<file path="config.mk">
export PLATFORM = sky130hd
export DESIGN_NAME = irq_exc_arbiter
export DESIGN_NICKNAME = d
export VERILOG_FILES = /design/src/rtl/irq_arb_pkg.sv /design/src/rtl/prio_encoder.sv /design/src/rtl/nmi_tracker.sv /design/src/rtl/irq_exc_arbiter.sv
export SDC_FILE = /design/constraint.sdc
export NUM_CORES = 1
export LEC_CHECK = 0
export BUFFER_PORTS_ARGS = -buffer_cell sky130_fd_sc_hd__buf_2
export CAP_MARGIN = 15
export CELL_PAD_IN_SITES_DETAIL_PLACEMENT = 0
export CELL_PAD_IN_SITES_GLOBAL_PLACEMENT = 1
export CORE_UTILIZATION = 28
export DETAILED_ROUTE_END_ITERATION = 10
export PLACE_DENSITY_LB_ADDON = 0.1
export SYNTH_ARGS = -nofsm -noshare
export SYNTH_HDL_FRONTEND = slang
export SYNTH_HIERARCHICAL = 1
export SYNTH_SLANG_ARGS = --single-unit
</file>
<file path="constraint.sdc">
create_clock -name clk -period 1.49 [get_ports clk]
set_input_delay 0.298 -clock clk [delete_from_list [all_inputs] [get_ports clk]]
set_output_delay 0.298 -clock clk [all_outputs]
set_load 0.02 [all_outputs]
</file>
<file path="src/rtl/irq_arb_pkg.sv">
package irq_arb_pkg;

   typedef enum logic [1:0] {
      CLS_NONE  = 2'b00,
      CLS_FAULT = 2'b01,
      CLS_TRAP  = 2'b10,
      CLS_INTR  = 2'b11
   } ev_class_e;

   // source slots, index 0 is the highest priority
   localparam int SRC_DBG_FAULT = 0;
   localparam int SRC_FAULT     = 1;
   localparam int SRC_SWI       = 2;
   localparam int SRC_DBG_TRAP  = 3;
   localparam int SRC_NMI       = 4;
   localparam int SRC_INTR      = 5;
   localparam int NUM_SRC       = 6;

   function automatic ev_class_e src_class(input int idx);
      if (idx <= SRC_FAULT)        return CLS_FAULT;
      else if (idx <= SRC_DBG_TRAP) return CLS_TRAP;
      else                          return CLS_INTR;
   endfunction

endpackage

</file>
<file path="src/rtl/prio_encoder.sv">
module prio_encoder #(
   parameter int N = 6
) (
   input  logic [N-1:0] req_i,
   output logic [N-1:0] grant_o,
   output logic         any_o
);
   logic found;

   always_comb begin
      grant_o = '0;
      found   = 1'b0;
      for (int i = 0; i < N; i++) begin
         if (req_i[i] && !found) begin
            grant_o[i] = 1'b1;
            found      = 1'b1;
         end
      end
      any_o = found;
   end
endmodule

</file>
<file path="src/rtl/nmi_tracker.sv">
module nmi_tracker #(
   parameter bit EDGE_MODE = 1'b1
) (
   input  logic clk,
   input  logic rst_n,
   input  logic pin_i,
   input  logic iret_i,
   input  logic win_i,
   output logic ready_o
);
   logic set_req;
   logic pend_q;
   logic blk_q;

   generate
      if (EDGE_MODE) begin : g_edge
         logic pin_q;
         always_ff @(posedge clk or negedge rst_n) begin
            if (!rst_n) pin_q <= 1'b0;
            else        pin_q <= pin_i;
         end
         assign set_req = pin_i & ~pin_q;
      end else begin : g_level
         assign set_req = pin_i;
      end
   endgenerate

   always_ff @(posedge clk or negedge rst_n) begin
      if (!rst_n) begin
         pend_q <= 1'b0;
         blk_q  <= 1'b0;
      end else begin
         pend_q <= set_req | (pend_q & ~win_i);
         if (win_i)       blk_q <= 1'b1;
         else if (iret_i) blk_q <= 1'b0;
      end
   end

   assign ready_o = pend_q & ~blk_q;

   assert_block_holds_R8: assert property (@(posedge clk) disable iff (!rst_n)
      blk_q && !iret_i |=> blk_q);
   assert_win_blocks_R8: assert property (@(posedge clk) disable iff (!rst_n)
      win_i |=> !ready_o);
   assert_iret_releases_R8: assert property (@(posedge clk) disable iff (!rst_n)
      iret_i && !win_i && pend_q |=> ready_o);
   assert_edge_latched_R6: assert property (@(posedge clk) disable iff (!rst_n)
      set_req |=> pend_q);
endmodule

</file>
<file path="src/rtl/irq_exc_arbiter.sv">
module irq_exc_arbiter
   import irq_arb_pkg::*;
#(
   parameter int VEC_W    = 8,
   parameter int DBG_VEC  = 1,
   parameter int NMI_VEC  = 2,
   parameter bit NMI_EDGE = 1'b1
) (
   input  logic             clk,
   input  logic             rst_n,
   input  logic             boundary_i,
   input  logic             dbg_fault_i,
   input  logic             fault_req_i,
   input  logic [VEC_W-1:0] fault_vec_i,
   input  logic             swi_req_i,
   input  logic [VEC_W-1:0] swi_vec_i,
   input  logic             dbg_trap_i,
   input  logic             nmi_i,
   input  logic             intr_i,
   input  logic [VEC_W-1:0] intr_vec_i,
   input  logic             if_flag_i,
   input  logic             iret_i,
   output logic             take_o,
   output logic [VEC_W-1:0] vec_o,
   output logic [1:0]       class_o
);
   localparam int NSRC = NUM_SRC;

   generate
      if (VEC_W < 2) begin : g_bad_width
         $error("VEC_W must be at least 2");
      end
      if (NMI_VEC >= (1 << VEC_W) || DBG_VEC >= (1 << VEC_W)) begin : g_bad_vec
         $error("fixed vectors must fit in VEC_W bits");
      end
   endgenerate

   logic [NSRC-1:0]  req;
   logic [NSRC-1:0]  grant;
   logic             any;
   logic             nmi_ready;
   logic [VEC_W-1:0] vtab [NSRC];
   logic [1:0]       ctab [NSRC];
   logic [VEC_W-1:0] vec_sel;
   logic [1:0]       cls_sel;

   assign req[SRC_DBG_FAULT] = dbg_fault_i;
   assign req[SRC_FAULT]     = fault_req_i;
   assign req[SRC_SWI]       = swi_req_i;
   assign req[SRC_DBG_TRAP]  = dbg_trap_i;
   assign req[SRC_NMI]       = nmi_ready;
   assign req[SRC_INTR]      = intr_i & if_flag_i;

   assign vtab[SRC_DBG_FAULT] = VEC_W'(DBG_VEC);
   assign vtab[SRC_FAULT]     = fault_vec_i;
   assign vtab[SRC_SWI]       = swi_vec_i;
   assign vtab[SRC_DBG_TRAP]  = VEC_W'(DBG_VEC);
   assign vtab[SRC_NMI]       = VEC_W'(NMI_VEC);
   assign vtab[SRC_INTR]      = intr_vec_i;

   generate
      for (genvar g = 0; g < NSRC; g++) begin : g_ctab
         assign ctab[g] = 2'(src_class(g));
      end
   endgenerate

   prio_encoder #(.N(NSRC)) u_prio (
      .req_i   (req),
      .grant_o (grant),
      .any_o   (any)
   );

   nmi_tracker #(.EDGE_MODE(NMI_EDGE)) u_nmi (
      .clk     (clk),
      .rst_n   (rst_n),
      .pin_i   (nmi_i),
      .iret_i  (iret_i),
      .win_i   (boundary_i & grant[SRC_NMI]),
      .ready_o (nmi_ready)
   );

   always_comb begin
      vec_sel = '0;
      cls_sel = '0;
      for (int i = 0; i < NSRC; i++) begin
         vec_sel = vec_sel | ({VEC_W{grant[i]}} & vtab[i]);
         cls_sel = cls_sel | ({2{grant[i]}} & ctab[i]);
      end
   end

   always_ff @(posedge clk or negedge rst_n) begin
      if (!rst_n) begin
         take_o  <= 1'b0;
         vec_o   <= '0;
         class_o <= CLS_NONE;
      end else if (boundary_i && any) begin
         take_o  <= 1'b1;
         vec_o   <= vec_sel;
         class_o <= cls_sel;
      end else begin
         take_o  <= 1'b0;
         vec_o   <= '0;
         class_o <= CLS_NONE;
      end
   end

   assert_take_on_boundary_R2: assert property (@(posedge clk) disable iff (!rst_n)
      take_o |-> $past(boundary_i));
   assert_idle_zero_R2: assert property (@(posedge clk) disable iff (!rst_n)
      !take_o |-> (vec_o == '0 && class_o == CLS_NONE));
   assert_dbg_fault_first_R3: assert property (@(posedge clk) disable iff (!rst_n)
      boundary_i && dbg_fault_i |=> take_o && class_o == CLS_FAULT && vec_o == VEC_W'(DBG_VEC));
   assert_intr_masked_R7: assert property (@(posedge clk) disable iff (!rst_n)
      boundary_i && !if_flag_i && req[SRC_NMI:0] == '0 |=> !take_o);
   assert_nmi_vector_R4: assert property (@(posedge clk) disable iff (!rst_n)
      take_o && class_o == CLS_INTR && $past(!(intr_i && if_flag_i)) |-> vec_o == VEC_W'(NMI_VEC));
endmodule

</file>
==> results.txt, run 1 <==
Slew margin rel.: 57.6%
CP required: 1.65 ns
Clk network pwr share: 32.4%
Synth top area share: 53.6%
Final #Nets: 147
Number of flops mapped to enable cells by yosys: 0
Kind of critical path: in2reg
Final WS setup: 0.102 ns
Worst Hold Class: in2reg
Pwr per Cell Area: 849 nW/um2
Iteration count of the initial detailed-routing pass: 4
Postcts setup bufs: 0
DIE WIDTH: 50.3 um
Comb pwr share: 18.3%
Final Hold Vio Count: 0
Die ar.: 2530 um2
Vias per inst: 4.51
Final Skew: 0.00384 ns
Synth Area per Inst: 11.1 um2
Post-CTS sizing: 0
Max IR drop VDD: 0.394 mV
Synth area leaders: dfrtp_1, a222oi_1, buf_6, nor2_1, inv_1
Worst-margin pin slew: 0.635 ns
Dpl hpwl: 1.19 mm
Total track usage: 13.4%
RSZ-0062 raised after global routing: false
Share of cells above drive strength 1: 52.3%
Port bufs: 45
Die Y-Extent: 50.3 um
Number of global-route vias before repair: 627
Seq/Total Area, Yosys: 53.6%
DRT iter0 DRCs: 18
Top routing layer in use: met3
Residual DRC: 0
Yosys reg bits: 14
Fin crit period: 1.39 ns
Int Power: 619 uW
Reg clk slew, reported paths: 0.08 ns
Ys Warns: 6
Number of cell rows: 17
Antenna violations before repair: 0
Fmax: 720 MHz
Sequential cell area: 350 um2
Startpoint Class: input pin
Sw frac: 24.0%
Final setup viols: 0
Drt wl/cell: 11.0 um
Period Utilization, post-route: 93.2%
First-pass GRT wire length: 2.56 mm
# diodes: 0
Detailed-route via count: 627
Leakage: 0.538 nW
Commonest cells in the netlist: dfrtp_1, nor2_1, a222oi_1
Post-synth cell types: 19
Area Overhead vs Synth: 46.9%
Initial Util: 29.5%
Sequential power share: 49.3%
Metal3 WL: 159 um
Routed wl met2: 735 um
Number of fill cells: 237
Total Wirelength: 1.53 mm
Largest net degree at the start of global routing: 15
Crit. End Element: register
Met1 wire length: 639 um
GPL Wtd Cong: 0.703
Routed Antenna Nets: 0
Switch Pwr: 195 uW
GRT Residual Overflow: 0
Dpl ws: -0.190 ns
Worst skew pair latency: 0.27 ns
Synth area leader: dfrtp_1
Critical path arrival: 1.55 ns
Core area: 2210 um2
Largest fanout on the critical path: 8
Post-cts hold buffer count: 1
Clock sinks: 14
Clk root buf: clkbuf_4
Post-synth top flop: dfrtp_1
Max Cap Violations: 0
Longest Clk Path Bufs: 2
Gate Count Post-Synth: 59
Share of flip-flops with an asynchronous set or reset: 100%
Multi-input logic area: 231 um2
Num CTS Buffers: 3
Ports: 46
Syn Std Cell Area: 653 um2
Status: finished, final reports clean
Pins Over Slew Limit: 0
Final hold slack: 0.152 ns
Most used standard cell by instance count after synthesis: dfrtp_1
H-Tree Depth: 1
CTS tree: done
Mapped Nets: 94
-- routing by layer --
layer	vias to the layer above	track usage, %
met1	282	16.4
met4	0	6.94
li1	317	-
met2	28	21.3
met5	-	0
met3	0	3.64
-- logic make-up (layout without fill, tap and decap cells) --
logic type | after synthesis | after routing | synth area share [%]
compound gates | 14 | 14 | 18.0
buf+inv | 10 | 62 | 10.9
flops | 14 | 14 | 53.6
simple gates | 21 | 21 | 17.4
-- power groups by stage --
stage / logic, mW / registers (mW) / clock network (mW)
after floorplan: 0.0524 / 0.429 / 0
after global placement: 0.147 / 0.410 / 0
after detailed placement: 0.149 / 0.410 / 0
after CTS: 0.151 / 0.402 / 0.272
after global routing: 0.164 / 0.404 / 0.296
final: 0.149 / 0.402 / 0.264
-- registers in the layout, indices dropped and copies added, names as in the netlist --
signal / count
vec_o: 8
u_nmi/pend_q: 1
class_o: 2
u_nmi/g_edge.pin_q: 1
u_nmi/blk_q: 1
take_o: 1
-- critical path, stage by stage --
cell and delay [ns]:
buf_2 0.10, or4_4 0.53, or3_1 0.31, nand2_1 0.08
buf_4 0.16, nor2_1 0.06
-- cell usage in the layout (no fill, tap or decap), drive strengths merged, types with 2 or more instances in the layout --
| master | count |
|---|---|
| buf | 52 |
| dfrtp | 14 |
| nor2 | 10 |
| a222oi | 6 |
| inv | 5 |
| clkbuf | 4 |
| a21oi | 3 |
| nor4 | 2 |
| a22oi | 2 |
| and2 | 2 |
| nor3b | 2 |
-- metrics by stage --
stage                     cells  power, mW  setup TNS (ns)  instance area [um2]  utilization, %
after detailed placement    134      0.559           -1.92                  913            41.3
after global placement      134      0.557           -1.93                  913            41.3
after CTS                   139      0.826               0                  960            43.4
final                       139      0.815               0                  960            43.4
after global routing        139      0.864               0                  960            43.4
after floorplan              59      0.481          -0.136                  653               -
-- final timing paths --
| path | from | endpoint | slack [ns] | depth (start not counted) |
|---|---|---|---|---|
| max in group asynchronous | rst_n | class_o[1] | 0.82 | 2 |
| max | fault_req_i | class_o[0] | 0.10 | 6 |
| min reg2reg | u_nmi/g_edge.pin_q | u_nmi/pend_q | 0.47 | 1 |
| max reg2reg | u_nmi/pend_q | class_o[0] | 0.21 | 6 |
| min in group asynchronous | rst_n | vec_o[2] | 0.44 | 2 |
| min | nmi_i | u_nmi/g_edge.pin_q | 0.15 | 1 |
-- area by class of cell --
type / count / area share [%]
multi-input combinational: 35 / 24.1
clock buffer: 4 / 3.78
timing repair buffer: 53 / 30.0
inverter: 5 / 1.96
sequential: 14 / 36.5
tap: 28 / 3.65
No activity file was read; power rests on OpenSTA's default activity.
==> run 2: changes to the inputs <==
- REMOVE_ABC_BUFFERS: default -> 1
==> results.txt, run 2 (synthesis gave the netlist of run 1 again) <==
Worst Hold Class: in2reg (unchanged)
Largest fanout on the critical path: 6 (was 8)
Longest Clk Path Bufs: 2 (unchanged)
# placed instances: 134 (unchanged)
Kind of critical path: in2reg (unchanged)
R2r setup slk: 0.19 ns (was 0.21 ns)
GR peak layer: met2 (unchanged)
Initial Util: 29.5% (unchanged)
Port bufs: 45 (unchanged)
Max IR drop VDD: 0.384 mV (was 0.394 mV)
Fmax: 706 MHz (was 720 MHz)
Final core utilization: 43.4% (unchanged)
Layout Cells excl Fill: 139 (unchanged)
Antenna violations before repair: 0 (unchanged)
Final #Nets: 147 (unchanged)
Fin area: 960 um2 (unchanged)
Critical path arrival: 1.58 ns (was 1.55 ns)
Num CTS Buffers: 3 (unchanged)
Clk root buf: clkbuf_4 (unchanged)
Area Overhead vs Synth: 46.9% (unchanged)
Drt wl/cell: 11.3 um (was 11.0 um)
Total track usage: 13.5% (was 13.4%)
Iteration count of the initial detailed-routing pass: 4 (unchanged)
Worst-margin pin slew: 0.643 ns (was 0.635 ns)
GRT Residual Overflow: 0 (unchanged)
First-pass GRT wire length: 2.53 mm (was 2.56 mm)
Leading registers by flop count: vec_o x8, class_o x2 (unchanged)
Core area: 2210 um2 (unchanged)
RSZ-0062 raised after global routing: false (unchanged)
Final setup viols: 0 (unchanged)
Vias per inst: 4.63 (was 4.51)
Most frequent cells in the layout: buf_2, dfrtp_1, nor2_1 (unchanged)
H-Tree Depth: 1 (unchanged)
Status: finished, final reports clean (unchanged)
Met2 global-route usage: 23.1% (was 21.3%)
Die ar.: 2530 um2 (unchanged)
Final Hold Vio Count: 0 (unchanged)
Detailed-route via count: 643 (was 627)
Crit. End Element: register (unchanged)
Number of global-route vias before repair: 594 (was 627)
DIE WIDTH: 50.3 um (unchanged)
Slowest CP cell: or4_4 (unchanged)
Ports: 46 (unchanged)
Leakage: 0.538 nW (about the same)
Commonest non-fill, non-tap cell in the layout: buf_2 (unchanged)
Postcts setup bufs: 0 (unchanged)
Met3 Use GR: 2.12% (was 3.64%)
Pins Over Slew Limit: 0 (unchanged)
RR Endpoint: class_o[1] (was class_o[0])
Worst skew pair latency: 0.27 ns (about the same)
Total Wirelength: 1.57 mm (was 1.53 mm)
Met1 Use GR: 16.2% (was 16.4%)
DRT iter0 DRCs: 43 (was 18)
Max stage delay on crit path: 0.54 ns (was 0.53 ns)
CP cell instances: buf_2 > or4_4 > or3_1 > nand2_1 > buf_4 > nor2_1 (unchanged)
Final Skew: 0.00204 ns (was 0.00384 ns)
Reg clk slew, reported paths: 0.09 ns (was 0.08 ns)
Post-cts hold buffer count: 1 (unchanged)
GPL Wtd Cong: 0.678 (was 0.703)
Dpl hpwl: 1.22 mm (was 1.19 mm)
Max Cap Violations: 0 (unchanged)
Startpoint Class: input pin (unchanged)
Die Y-Extent: 50.3 um (unchanged)
Routed Antenna Nets: 0 (unchanged)
Share of cells above drive strength 1: 52.3% (unchanged)
Pwr per Cell Area: 859 nW/um2 (was 849 nW/um2)
Placed instance area: 913 um2 (unchanged)
FF-to-FF Start: u_nmi/pend_q (unchanged)
Hold depth: 1 (unchanged)
CTS tree: done (unchanged)
Largest net degree at the start of global routing: 15 (unchanged)
Cell depth of the worst flop-to-flop path: 6 (unchanged)
Post-CTS sizing: 0 (unchanged)
Fin crit period: 1.42 ns (was 1.39 ns)
CP required: 1.65 ns (about the same)
Slew margin rel.: 57.1% (was 57.6%)
Residual DRC: 0 (unchanged)
Max reg flops: 8 (unchanged)
Clock sinks: 14 (unchanged)
Period Utilization, post-route: 95.1% (was 93.2%)
# diodes: 0 (unchanged)
Crit path launch: fault_req_i (unchanged)
Critical path endpoint: class_o[1] (was class_o[0])
Most flops, register: vec_o (unchanged)
Number of cell rows: 17 (unchanged)
run 2: cell counts in the layout (fill, tap and decap cells not counted):
No cell type changed its count.
run 2: metrics by stage:
step	setup WS, ns	hold slack (ns)	power [mW]	setup TNS, ns
after global routing	0.0240	0.124	0.866	0
final	0.0728	0.137	0.825	0
after global placement	-0.200	0.214	0.557	-1.96
after floorplan	-0.375	0.00241	0.470	-3.19
after CTS	0.0735	0.124	0.838	0
after detailed placement	-0.232	0.219	0.559	-2.27
run 2: worst min-delay path by stage:
stage | slack [ns] | endpoint | startpoint
after floorplan | 0.002 | class_o[0] | rst_n
final | 0.14 | u_nmi/g_edge.pin_q | nmi_i
after CTS | 0.12 | u_nmi/g_edge.pin_q | nmi_i
after detailed placement | 0.22 | take_o | rst_n
after global placement | 0.21 | u_nmi/g_edge.pin_q | rst_n
after global routing | 0.12 | u_nmi/g_edge.pin_q | nmi_i
run 2: layer usage:
metal | routed length (um) | part of all wire (%) | vias up
met2 | 808 | 52 | 28
met3 | 115 | 7.3 | 2
met4 | 12 | 0.77 | 0
met1 | 631 | 40 | 294
li1 | - | - | 319
met5 | 0 | 0 | -
run 2: cell type report:
class / instances / area [um2]
repair buffers: 53 / 288
inverters: 5 / 18.8
clock buffers: 4 / 36.3
fillers: 233 / 1250
flip-flops and latches: 14 / 350
multi-input cells: 35 / 231
well taps: 28 / 35.0
run 2: power breakdown:
part | internal, mW | leakage, nW | switching, mW
Sequential | 0.397 | 0.180 | 0.00451
Combinational | 0.0735 | 0.337 | 0.0748
Clock | 0.148 | 0.0210 | 0.126
run 2: worst max-delay path, delay by kind of cell:
kind          cells  cell delay (ns)
simple gates      4             1.02
buf+inv           2             0.26
